===== config.mk =====
export PLATFORM = sky130hd
export DESIGN_NAME = sir_shaper
export DESIGN_NICKNAME = d
export VERILOG_FILES = /design/src/rtl/sir_pkg.sv /design/src/rtl/sir_ctrl.sv /design/src/rtl/sir_datapath.sv /design/src/rtl/sir_shaper.sv
export SDC_FILE = /design/constraint.sdc
export NUM_CORES = 1
export LEC_CHECK = 0
export BUFFER_PORTS_ARGS = -buffer_cell sky130_fd_sc_hd__buf_2
export CAP_MARGIN = 20
export CORE_UTILIZATION = 40
export DETAILED_ROUTE_END_ITERATION = 16
export GPL_ROUTABILITY_DRIVEN = 0
export MAX_ROUTING_LAYER = met4
export PLACE_DENSITY = 0.69
export SYNTH_ARGS = -nofsm -noshare
export SYNTH_HDL_FRONTEND = slang
export SYNTH_SLANG_ARGS = --single-unit

===== constraint.sdc =====
create_clock -name clk -period 2.97 [get_ports clk]
set_clock_uncertainty 0.1 [all_clocks]
set_input_delay 0.1485 -clock clk [delete_from_list [all_inputs] [get_ports clk]]
set_output_delay 0.1485 -clock clk [all_outputs]
set_load 0.02 [all_outputs]

===== src/rtl/sir_pkg.sv =====
package sir_pkg;
  localparam int TICKS_PER_BIT = 16;
  localparam int PULSE_TICKS   = 3;
  localparam int FRAME_BITS    = 10;

  typedef struct packed {
    logic pulseStart;
    logic pulseStop;
    logic rxRestart;
    logic rxLow;
  } ctrl_strobe_t;

  typedef struct packed {
    logic rise;
    logic level;
    logic qualMet;
    logic bitDone;
  } rx_status_t;

  typedef enum logic [1:0] {RX_IDLE, RX_QUAL, RX_HOLD} rx_state_e;
endpackage


===== src/rtl/sir_ctrl.sv =====
module sir_ctrl
  import sir_pkg::*;
(
  input  logic         clk,
  input  logic         rstN,
  input  logic         enable,
  input  logic         baudTick,
  input  logic         txSerial,
  input  rx_status_t   stat,
  output ctrl_strobe_t ctl
);
  localparam int PhaseW     = $clog2(TICKS_PER_BIT);
  localparam int BitW       = $clog2(FRAME_BITS);
  localparam int PulseFirst = (TICKS_PER_BIT - PULSE_TICKS) / 2;

  logic              txActive;
  logic [PhaseW-1:0] phase;
  logic [BitW-1:0]   bitIdx;
  rx_state_e         rxState;
  logic              keepLow;

  // transmit framing: phase counts ticks inside the current bit cell
  always_ff @(posedge clk or negedge rstN) begin
    if (!rstN) begin
      txActive <= 1'b0;
      phase    <= '0;
      bitIdx   <= '0;
    end else if (!enable) begin
      txActive <= 1'b0;
    end else if (!txActive) begin
      if (!txSerial) begin
        txActive <= 1'b1;
        phase    <= '0;
        bitIdx   <= '0;
      end
    end else if (baudTick) begin
      phase <= phase + 1'b1;
      if (phase == PhaseW'(TICKS_PER_BIT - 1)) begin
        if (bitIdx == BitW'(FRAME_BITS - 1)) txActive <= 1'b0;
        else bitIdx <= bitIdx + 1'b1;
      end
    end
  end

  assign ctl.pulseStart = enable && txActive && baudTick && !txSerial
                          && (phase == PhaseW'(PulseFirst - 1));
  assign ctl.pulseStop  = txActive && baudTick
                          && (phase == PhaseW'(PulseFirst + PULSE_TICKS - 1));

  // receive qualification and hold
  always_ff @(posedge clk or negedge rstN) begin
    if (!rstN) begin
      rxState <= RX_IDLE;
      keepLow <= 1'b0;
    end else if (!enable) begin
      rxState <= RX_IDLE;
      keepLow <= 1'b0;
    end else begin
      unique case (rxState)
        RX_IDLE: if (stat.rise) begin
          rxState <= stat.qualMet ? RX_HOLD : RX_QUAL;
          keepLow <= 1'b0;
        end
        RX_QUAL: begin
          if (!stat.level) rxState <= RX_IDLE;
          else if (stat.qualMet) rxState <= RX_HOLD;
        end
        RX_HOLD: begin
          if (stat.rise) begin
            if (!stat.qualMet) begin
              rxState <= RX_QUAL;
              keepLow <= 1'b1;
            end
          end else if (stat.bitDone) begin
            rxState <= RX_IDLE;
          end
        end
        default: rxState <= RX_IDLE;
      endcase
    end
  end

  assign ctl.rxRestart = enable && stat.rise;
  assign ctl.rxLow     = (rxState == RX_HOLD) || ((rxState == RX_QUAL) && keepLow);

  // a pulse is only opened inside an active character frame
  assert_start_in_frame_R2: assert property (@(posedge clk) disable iff (!rstN)
    ctl.pulseStart |=> txActive);
  // holding low always follows an accepted qualification or a hold
  assert_hold_entry_R6: assert property (@(posedge clk) disable iff (!rstN)
    (rxState == RX_HOLD) && $past(rxState) == RX_IDLE |-> $past(stat.rise));
endmodule


===== src/rtl/sir_datapath.sv =====
module sir_datapath
  import sir_pkg::*;
#(
  parameter int FIXED_CYCLES = 77,
  parameter int GLITCH_W     = 8
) (
  input  logic                clk,
  input  logic                rstN,
  input  logic                enable,
  input  logic                widthSel,
  input  logic                baudTick,
  input  logic                irRxIn,
  input  logic [GLITCH_W-1:0] glitchLimit,
  input  ctrl_strobe_t        ctl,
  output rx_status_t          stat,
  output logic                irTx,
  output logic                rxSerial
);
  localparam int FixW  = $clog2(FIXED_CYCLES + 1);
  localparam int TickW = $clog2(TICKS_PER_BIT + 1);

  logic [FixW-1:0]     fixCnt;
  logic [1:0]          syncPipe;
  logic                syncPrev;
  logic                syncIn;
  logic [GLITCH_W-1:0] glitchCnt;
  logic [GLITCH_W:0]   runLen;
  logic [TickW-1:0]    rxTicks;

  // transmit pulse generator
  always_ff @(posedge clk or negedge rstN) begin
    if (!rstN) begin
      irTx   <= 1'b0;
      fixCnt <= '0;
    end else if (!enable) begin
      irTx   <= 1'b0;
      fixCnt <= '0;
    end else if (ctl.pulseStart) begin
      irTx   <= 1'b1;
      fixCnt <= FixW'(FIXED_CYCLES - 1);
    end else if (irTx) begin
      if (widthSel) begin
        if (fixCnt == '0) irTx <= 1'b0;
        else fixCnt <= fixCnt - 1'b1;
      end else if (ctl.pulseStop) begin
        irTx <= 1'b0;
      end
    end
  end

  // receive synchroniser and pulse length measurement
  always_ff @(posedge clk or negedge rstN) begin
    if (!rstN) begin
      syncPipe  <= '0;
      syncPrev  <= 1'b0;
      glitchCnt <= '0;
    end else begin
      syncPipe <= {syncPipe[0], irRxIn};
      syncPrev <= syncPipe[1];
      if (stat.rise) glitchCnt <= GLITCH_W'(1);
      else if (syncIn && glitchCnt != '1) glitchCnt <= glitchCnt + 1'b1;
    end
  end

  assign syncIn       = syncPipe[1];
  assign runLen       = stat.rise ? (GLITCH_W+1)'(1) : {1'b0, glitchCnt} + 1'b1;
  assign stat.rise    = syncIn && !syncPrev;
  assign stat.level   = syncIn;
  assign stat.qualMet = syncIn && (runLen >= {1'b0, glitchLimit});

  // bit period timer for the recovered line
  always_ff @(posedge clk or negedge rstN) begin
    if (!rstN) rxTicks <= '0;
    else if (ctl.rxRestart) rxTicks <= '0;
    else if (baudTick && rxTicks != TickW'(TICKS_PER_BIT)) rxTicks <= rxTicks + 1'b1;
  end

  assign stat.bitDone = (rxTicks == TickW'(TICKS_PER_BIT));

  always_ff @(posedge clk or negedge rstN) begin
    if (!rstN) rxSerial <= 1'b1;
    else rxSerial <= !ctl.rxLow;
  end

  assert_pulse_from_start_R1: assert property (@(posedge clk) disable iff (!rstN)
    $rose(irTx) |-> $past(ctl.pulseStart));
  assert_fixed_bound_R3: assert property (@(posedge clk) disable iff (!rstN)
    irTx && widthSel |-> fixCnt < FixW'(FIXED_CYCLES));
  assert_low_needs_pulse_R5: assert property (@(posedge clk) disable iff (!rstN)
    $fell(rxSerial) |-> $past(syncIn, 2));
  assert_off_quiet_R7: assert property (@(posedge clk) disable iff (!rstN)
    !enable |=> !irTx && rxSerial);
endmodule


===== src/rtl/sir_shaper.sv =====
module sir_shaper
  import sir_pkg::*;
#(
  parameter int CLK_FREQ_HZ = 48_000_000,
  parameter int GLITCH_W    = 8
) (
  input  logic                clk,
  input  logic                rstN,
  input  logic                shapeEn,
  input  logic                widthSel,
  input  logic [GLITCH_W-1:0] glitchLimit,
  input  logic                baudTick,
  input  logic                txSerial,
  output logic                irTxOut,
  input  logic                irRxIn,
  output logic                rxSerial
);
  // 1.6 us in clocks, rounded up: ceil(f * 16 / 10^7)
  localparam longint FixedNum    = longint'(CLK_FREQ_HZ) * 64'sd16;
  localparam int     FixedRaw    = int'((FixedNum + 64'sd9_999_999) / 64'sd10_000_000);
  localparam int     FixedCycles = (FixedRaw < 1) ? 1 : FixedRaw;

  ctrl_strobe_t ctl;
  rx_status_t   stat;

  sir_ctrl u_ctrl (
    .clk      (clk),
    .rstN     (rstN),
    .enable   (shapeEn),
    .baudTick (baudTick),
    .txSerial (txSerial),
    .stat     (stat),
    .ctl      (ctl)
  );

  sir_datapath #(
    .FIXED_CYCLES (FixedCycles),
    .GLITCH_W     (GLITCH_W)
  ) u_dp (
    .clk         (clk),
    .rstN        (rstN),
    .enable      (shapeEn),
    .widthSel    (widthSel),
    .baudTick    (baudTick),
    .irRxIn      (irRxIn),
    .glitchLimit (glitchLimit),
    .ctl         (ctl),
    .stat        (stat),
    .irTx        (irTxOut),
    .rxSerial    (rxSerial)
  );
endmodule


### After elaboration in Yosys (flattened, before gate mapping)

Cells that the tools add are included.

| storage, ports and cells | value |
|---|---|
| bits in registers | 37 |
| latch bits | 0 |
| memory bits (writable) | 0 |
| ROM bits | 0 |
| input bits | 15 |
| output and inout port bits | 2 |
| logic and storage cells | 110 |
| memories | 0 |

| operators by class | value |
|---|---|
| add/subtract/negate cells | 6 |
| $mul | 0 |
| divide/modulo/power cells | 0 |
| magnitude comparators | 1 |
| eq/ne operators | 23 |
| shift operators | 0 |
| multiplexer cells | 43 |
| bitwise gates (word level) | 0 |
| reduce and logical (&&, ||, !) cells | 25 |

Operators with widths:

| cell | number |
|---|---|
| 7-bit two-way mux | 5 |
| 4-bit two-way mux | 7 |
| 1-bit two-way mux | 16 |
| 2-bit two-way mux | 8 |
| 8-bit two-way mux | 2 |
| 4-bit == test, second input constant | 3 |
| 1-bit logical AND | 12 |
| 5-bit two-way mux | 2 |
| 8-bit by 1-bit adder with 9-bit output, second input constant | 1 |
| 9-bit by 8-bit >= comparator with 1-bit output | 1 |
| 9-bit two-way mux | 1 |
| 3-bit by 1-bit inequality test with 1-bit output, second input constant | 3 |
| 4-bit by 1-bit adder with 4-bit output, second input constant | 2 |
| 8-bit by 1-bit adder with 8-bit output, second input constant | 1 |
| 4-bit inequality test, second input constant | 2 |
| 8-bit inequality test, second input constant | 1 |
| 4-bit AND reduction | 2 |
| 7-bit zero test | 1 |
| 7-bit by 1-bit subtractor with 7-bit output, second input constant | 1 |
| 2-bit inequality test, second input constant | 3 |
| 3-bit by 2-bit inequality test with 1-bit output, second input constant | 2 |
| 3-bit inequality test, second input constant | 2 |
| 2-bit case mux with 3 select lines | 1 |
| 3-bit AND reduction | 2 |
| 14 further kinds | 17 |

### Depth between registers and ports, before layout

Gate-level depths: netlist of the first run.

| depth | value |
|---|---|
| depth in word-level cells | 9 |
| mapped depth | 11 |
| depth with buffers taken out | 11 |

### Hierarchy

From an unflattened synthesis of the first run, not the netlist that was laid out.

| unflattened totals | value |
|---|---|
| cells, all modules | 237 |
| area total of the unflattened synthesis | 2,274.7 sq um |

By module, submodules not included:

| module | times used | cells an instance | area each (sq um) | sequential area each (sq um) |
|---|---|---|---|---|
| sir_datapath | 1 | 155 | 1,502.7 | 626.9 |
| sir_ctrl | 1 | 82 | 772.0 | 300.3 |

### Worst setup path before layout of the first run

No wires, ideal clock.

| timing | value |
|---|---|
| path kind | reg-to-reg |
| start point | reg u_dp.glitchCnt[0] |
| end point | reg u_ctrl.rxState[1] |
| setup time | 0.131 ns |
| data arrival time | 2.541 ns |
| data required time | 2.739 ns |
| slack | 0.198 ns |
| cell stages (with the launch flop) | 12 |
| path buffers | 0 |
| clock period less this slack | 2.772 ns |
| path through | dfrtp_1 -> ha_1 -> and3_1 -> nand3_1 -> xor2_1 -> nor2_1 -> ha_1 -> a21o_1 -> a221o_1 -> a41oi_2 -> nor3_1 -> or3_1 |

| on the way | value |
|---|---|
| word-level cells in the longest chain between the ends | 8 |
| elaborated cells on any way between the ends | 11 |
| those cells by class | add/sub: 1; order compare: 1; eq/ne: 2; mux: 5; reduce/logical: 2 |

Ends and longest elaborated chain:

| item | line | text |
|---|---|---|
| from (decl) | sir_datapath.sv:26 | `logic [GLITCH_W-1:0] glitchCnt;` |
| from (signal assigned) | sir_datapath.sv:61 | `else if (syncIn && glitchCnt != '1) glitchCnt <= glitchCnt + 1'b1;` |
| 8-bit by 1-bit adder with 9-bit output (*) | sir_datapath.sv:66 | `assign runLen = stat.rise ? (GLITCH_W+1)'(1) : {1'b0, glitchCnt} + 1'b1;` |
| 9-bit two-way mux (*) | sir_datapath.sv:66 |  |
| named net u_dp.runLen[6] | sir_datapath.sv:27 | `logic [GLITCH_W:0] runLen;` |
| 9-bit by 8-bit >= comparator with 1-bit output (*) | sir_datapath.sv:69 | `assign stat.qualMet = syncIn && (runLen >= {1'b0, glitchLimit});` |
| 1-bit logical AND (*) | sir_datapath.sv:69 |  |
| 2-bit two-way mux | sir_ctrl.sv:61 | `rxState <= stat.qualMet ? RX_HOLD : RX_QUAL;` |
| 2-bit two-way mux | sir_ctrl.sv:60 | `RX_IDLE: if (stat.rise) begin` |
| 2-bit case mux with 3 select lines | sir_ctrl.sv:59 | `unique case (rxState)` |
| 2-bit two-way mux | sir_ctrl.sv:55 | `end else if (!enable) begin` |
| to (signal assigned) | sir_ctrl.sv:61 |  |
| to (decl) | sir_ctrl.sv:19 | `rx_state_e rxState;` |

The timed path passes the listed nets; every way through them passes the cells marked *. The select of a mux whose other input is x is not followed.
A chain may end at the register's enable or synchronous reset.

### Worst setup path after layout of the first run

| timing | value |
|---|---|
| start point | reg u_dp.glitchCnt[1] |
| end point | reg u_ctrl.rxState[1] |

The elaborated chain is that of the path after synthesis.

==> run_results.csv, run 1 <==
group,metric,value,unit
sta,fin_setup_tns,0,ps
critical_path,timing.critical_path.required,3030,ps
yosys,synth_top_cell_area_share,0.403,
power,comb_power_share,0.255,
layout,seqCellArea,928,um^2
detailed_routing,routed_wirelength,4.31,mm
critical_path,cp_top_family,"compound AO/OA/AOI/OAI gates",
sta,relSlewSlack,0.452,
hold_path,hold_path.startpoint,"txSerial",
yosys,synth_edf_count,0,
power,p_sw,441,uW
layout,synthToLayoutAreaGrowth,17.9,%
die,pin_count,17,
clock_tree,cts_sinks,37,
yosys,yosysWarnings,0,
power,power_frac_clock,0.259,
placement,port_buffers,16,
critical_path,path_cells,"ha_2, and3_4, buf_6, xnor2_4, nor2_2, ha_1, a21o_1, a221o_1, a41oi_4, nor3_2, or3_1",
detailed_routing,drc,0,
die,die_x,76.8,um
die,core,5240,um^2
clock_tree,clkLatencyLatePin,290,ps
hold_path,hp-class,"in -> reg",
clock_tree,clock_path_buffers,2,
critical_path,crit_path_max_incr_delay,410,ps
power,p_sw_frac,0.319,
placement,detailed_place_hpwl,2.91,mm
critical_path,regToRegStartpoint,"u_dp.glitchCnt[1]",
yosys,synth_seq_cells,37,
clock_tree,cts_tree,"built",
yosys,syn_nets,269,
detailed_routing,ant_nets,0,
yosys,yosysSeqAreaShare,0.415,
layout,multiInputGateArea,1280,um^2
yosys,synth_area_leaders,"dfrtp_1, ha_1, xor2_1, inv_1, a21oi_1",
grt,grt_use_total,0.159,
grt,grt_max_degree,38,
critical_path,start_kind,"flip-flop",
detailed_routing,drt-initial-drc-count,119,
grt,grt_pass1_wl,7.26,mm
clock_tree,clk_pin_slew,80,ps
detailed_routing,vias,1740,
sta,period_share,0.999,
yosys,synth_area,2240,um^2
detailed_routing,wl_per_cell,12.8,um
yosys,synth_cells,236,
critical_path,setup.worst_path.start,"u_dp.glitchCnt[1]",
sta,final-setup-viol-count,0,
critical_path,path_buf_inv,1,
layout,drive_above_1_share,0.199,
outcome,run_status,"completed",
clock_tree,cts_max_level,2,
detailed_routing,via_per_inst,5.18,
yosys,synth_ff_type,"dfrtp_1",
clock_tree,cts_inserted_buffers,5,
grt,grt-ovfl-total,0,
sta,worst_slack,4.33,ps
yosys,yosysUniqueCellTypes,43,
sta,worst_slew_pin_slew,822,ps
sta,hold_viol_final,0,
die,rows,26,
critical_path,r2r_setup_slack,4,ps
power,p_per_area,525,nW/um^2
placement,dp_slack,25.9,ps
yosys,synth_area_leader_cell,"dfrtp_1",
sta,rsz0062_at_grt,"yes",
sta,maxSlewViolCount,0,
detailed_routing,firstDrtPassIters,4,
layout,nets,298,
sta,fmax,337,MHz
critical_path,cp-end-kind,"flip-flop",
clock_tree,cts_root_buf,"clkbuf_8",
power,irDropWorstVdd,0.250,mV
critical_path,path_class,"reg -> reg",
grt,grt_pass1_vias,1643,
critical_path,crit_path_max_fanout,4,
power,pwr-share-seq,0.486,
sta,period_minus_slack,2970,ps
layout,antenna_cells,0,
die,dieArea,5890,um^2
die,start_util,0.427,
yosys,synth_area_per_cell,9.47,um^2
yosys,async_reset_ff_frac,1.00,
layout,fillCellCount,459,
critical_path,crit_path_top_delay_cell,"dfrtp_1",
power,p_leak,1.26,nW
flow_run,cap_viol_max_count,0,
power,internal-power,943,uW
die,fp.dieH,76.8,um
critical_path,crit_arrival,3030,ps
grt,antenna_found_initial,0,
power,p_total,1.38,mW
==> through the flow <==
step,utilization,hold WS (ps),std cells,area [um^2]
6_report,0.503,66.1,336,2640
5_1_grt,0.503,89.9,336,2640
4_1_cts,0.479,60.7,329,2510
3_5_place_dp,0.458,160,319,2400
3_3_place_gp,0.458,156,319,2400
2_1_floorplan,-,-247,236,2240
==> routing by layer <==
metal	track usage	part of all wire
met1	0.209	0.49
met2	0.238	0.46
met3	0.0369	0.033
met4	0.0577	0.013
met5	-	0
==> final cells by class <==
class	count	share of cell area
multi-input combinational	173	0.486
sequential	37	0.352
inverter	21	0.0299
timing repair buffer	27	0.0650
clock buffer	8	0.0342
tap	70	0.0332
==> synth_stat cells (all sizes together) (2+ instances only) <==
master,instances
a211oi,2
a21o,4
a21oi,15
a22o,2
a311oi,2
a31oi,2
and2,5
and3,6
clkbuf,4
dfrtp,36
ha,18
inv,21
mux2,6
mux2i,2
nand2,18
nand2b,6
nand3,7
nand4,6
nor2,19
nor2b,4
nor3,7
o21ai,10
or3,2
xnor2,6
xor2,10
==> worst register-to-register path, cell delays in order, from the launching register on <==
cell,delay [ps]
dfrtp_1,410
ha_2,210
and3_4,200
buf_6,130
xnor2_4,150
nor2_2,70
ha_1,310
a21o_1,200
a221o_1,350
a41oi_4,250
nor3_2,80
or3_1,380
==> kinds of logic (layout without fill, tap and decap cells) <==
| family | after synthesis | in the layout | share of synthesized area |
|---|---|---|---|
| buf+inv | 26 | 56 | 0.0448 |
| simple gates | 87 | 87 | 0.208 |
| mux | 8 | 8 | 0.0392 |
| fa+ha+maj | 18 | 18 | 0.101 |
| flops | 37 | 37 | 0.415 |
| xor+xnor | 16 | 16 | 0.0627 |
| compound gates | 44 | 44 | 0.130 |
==> state kept, by name (all words and copies together), names as in the netlist <==
name             cells
u_ctrl.keepLow       1
u_dp.rxSerial        1
u_ctrl.rxState       2
u_ctrl.bitIdx        4
u_dp.irTx            1
u_dp.syncPipe        2
u_dp.fixCnt          7
u_dp.glitchCnt       8
u_ctrl.phase         4
u_ctrl.txActive      1
u_dp.rxTicks         5
u_dp.syncPrev        1
==> placed cells by master (no fill, tap or decap), types with 5 or more instances in the layout <==
cell type and count:
dfrtp_1 35, inv_1 21, xor2_1 10, mux2_2 6, buf_2 16, nand3_1 6, xnor2_1 5, nand2b_1 6
ha_1 17, a21oi_1 15, nor2_1 17, nand2_1 18, buf_4 8, clkbuf_8 6, nor3_1 6, o21ai_0 10
and2_1 5, nand4_1 6
==> power by group through the flow <==
stage | clock network, mW | logic, mW | registers (mW)
5_1_grt | 0.399 | 0.416 | 0.685
4_1_cts | 0.373 | 0.322 | 0.670
6_report | 0.358 | 0.353 | 0.672
2_1_floorplan | 0 | 0.246 | 0.658
3_3_place_gp | 0 | 0.303 | 0.677
3_5_place_dp | 0 | 0.318 | 0.679
==> worst paths after layout <==
check / end / cells after the start
min in group asynchronous: u_ctrl.phase[1] / 2
setup reg to reg: u_ctrl.rxState[1] / 11
hold reg to reg: u_dp.syncPipe[1] / 0
max in group asynchronous: u_dp.glitchCnt[4] / 2
hold / removal: u_ctrl.phase[3] / 3
setup / recovery: u_ctrl.rxState[1] / 11
==> timing repair <==
item,4_1_cts,5_1_grt
buffers inserted,0,7
hold endpoints to repair,37,0
hold buffers,2,0
gates resized for setup,0,15
endpoints found under the setup margin,0,2
(Power assumes the default switching activity.)
==> inputs of run 2 (changes only) <==
--- a/config.mk
+++ b/config.mk
@@ -7,11 +7,11 @@
 export LEC_CHECK = 0
 export BUFFER_PORTS_ARGS = -buffer_cell sky130_fd_sc_hd__buf_2
 export CAP_MARGIN = 20
-export CORE_UTILIZATION = 40
+export CORE_UTILIZATION = 34
 export DETAILED_ROUTE_END_ITERATION = 16
 export GPL_ROUTABILITY_DRIVEN = 0
 export MAX_ROUTING_LAYER = met4
-export PLACE_DENSITY = 0.69
+export PLACE_DENSITY = 0.62
 export SYNTH_ARGS = -nofsm -noshare
 export SYNTH_HDL_FRONTEND = slang
 export SYNTH_SLANG_ARGS = --single-unit
==> run_results.csv, run 2 (synthesis gave the netlist of run 1 again) <==
group,metric,value,unit
outcome,run_status,"completed",
detailed_routing,routed_wirelength,4.35,mm
layout,seqCellArea,927,um^2
detailed_routing,vias,1739,
sta,worst_slew_pin_slew,844,ps
layout,synthToLayoutAreaGrowth,16.2,%
die,pin_count,17,
sta,period_share,0.978,
layout,antenna_cells,0,
layout,final_cell_mix,"dfrtp_1, inv_1, nand2_1, nor2_1, ha_1",
detailed_routing,drt-initial-drc-count,64,
grt,grt-ovfl-total,0,
placement,place_inst,327,
detailed_routing,via_per_inst,5.11,
clock_tree,cts_root_buf,"clkbuf_8",
flow_run,cap_viol_max_count,0,
critical_path,start_kind,"flip-flop",
sta,worst_slack,64.2,ps
critical_path,r2r-end,"u_ctrl.rxState[1]",
clock_tree,clk_pin_slew,80,ps
placement,dp_slack,-8.76,ps
die,rows,29,
layout,nets,295,
detailed_routing,firstDrtPassIters,4,
die,start_util,0.352,
sta,whs,77.1,ps
grt,antenna_found_initial,0,
power,p_total,1.40,mW
sta,hold_viol_final,0,
clock_tree,cts_max_level,2,
layout,regMostFlops,"u_dp.glitchCnt",
clock_tree,cts_inserted_buffers,5,
die,dieArea,6900,um^2
detailed_routing,wl_per_cell,12.8,um
layout,reg_top3,"u_dp.glitchCnt (8), u_dp.fixCnt (7), u_dp.rxTicks (5)",
detailed_routing,ant_nets,0,
critical_path,crit_path_max_fanout,4,
clock_tree,clkLatencyLatePin,290,ps
layout,multiInputGateArea,1250,um^2
placement,detailed_place_hpwl,3.11,mm
hold_path,hp-class,"in -> reg",
layout,final_common_cell,"dfrtp_1",
layout,fillCellCount,604,
critical_path,r2r_setup_slack,60,ps
critical_path,endpoint,"u_ctrl.rxState[1]",
grt,grt_max_degree,38,
clock_tree,clock_path_buffers,2,
sta,final-setup-viol-count,0,
clock_tree,cts_sinks,37,
critical_path,reg2reg_depth,11,
sta,maxSlewViolCount,0,
die,core,6350,um^2
sta,relSlewSlack,0.437,
layout,drive_above_1_share,0.183,
clock_tree,cts_tree,"built",
power,p_leak,1.24,nW
layout,largest_reg_flops,8,
placement,port_buffers,16,
die,fp.dieH,83.1,um
critical_path,regToRegStartpoint,"u_dp.glitchCnt[0]",
grt,grt_use_total,0.134,
detailed_routing,drc,0,
critical_path,path_class,"reg -> reg",
die,die_x,83.1,um
power,irDropWorstVdd,0.261,mV
critical_path,timing.critical_path.required,3040,ps
grt,grt_pass1_vias,1693,
sta,fmax,344,MHz
sta,fin_setup_tns,0,ps
critical_path,setup.worst_path.start,"u_dp.glitchCnt[0]",
power,p_per_area,540,nW/um^2
grt,grt_pass1_wl,7.35,mm
sta,period_minus_slack,2910,ps
critical_path,cp-end-kind,"flip-flop",
layout,fin_cells,340,
critical_path,crit_arrival,2980,ps
sta,rsz0062_at_grt,"yes",
## run 2: changes by cell type in the layout (fill, tap and decap cells not counted), sizes merged
cell | before | now
clkinv | 0 | 1
buf | 25 | 22
clkbuf | 8 | 7
## run 2: worst min path at each step
stage / slack (ps) / to / startpoint / depth (start not counted)
final: 80 / u_ctrl.bitIdx[2] / txSerial / 3
after global routing: 90 / u_ctrl.phase[3] / txSerial / 3
after CTS: 70 / u_ctrl.bitIdx[2] / txSerial / 3
after detailed placement: 160 / u_dp.syncPipe[0] / irRxIn / 1
after global placement: 160 / u_dp.syncPipe[0] / irRxIn / 1
after floorplan: -250 / u_ctrl.bitIdx[0] / rstN / 0
## run 2: per-layer routing
metal	vias up	wire (um)	GRT usage
li1	877	-	-
met1	823	2100	0.165
met2	37	2070	0.218
met3	2	152	0.0308
met4	0	16	0.0439
met5	-	0	-
## run 2: final cells by class
| cell class | instances | area share |
|---|---|---|
| multi-input combinational | 173 | 0.481 |
| sequential | 37 | 0.357 |
| timing repair buffer | 24 | 0.0559 |
| clock buffer | 7 | 0.0371 |
| tap | 77 | 0.0371 |
| inverter | 21 | 0.0303 |
| clock inverter | 1 | 0.00193 |
## run 2: where the power goes
group          switching, mW  internal, mW  leakage (nW)
Combinational          0.179         0.161         0.705
Clock                  0.180         0.210        0.0542
Sequential            0.0908         0.581         0.485
Total                  0.450         0.953          1.24
## run 2: what timing repair did
action                                  4_1_cts  5_1_grt
endpoints found under the setup margin        1        2
hold endpoints to repair                     37        0
hold buffers                                  2        0
pin swaps                                     0       10
buffers inserted                              2        1
gates resized for setup                       1        7
## run 2: metrics by stage
| step | instance area [um^2] | util |
|---|---|---|
| floorplan | 2240 | - |
| global placement | 2410 | 0.380 |
| detailed placement | 2410 | 0.380 |
| CTS | 2550 | 0.402 |
| global route | 2600 | 0.409 |
| finish | 2600 | 0.409 |
## run 2: worst max-delay path, cell delays in order, from the launching register on
cell and delay, ps:
dfrtp_1 390, ha_2 200, and3_4 210, nand3_2 80, xor2_1 150, nor2_1 160, ha_1 270, a21o_1 170
a221o_1 350, a41oi_4 270, a21oi_2 90, or3_1 360
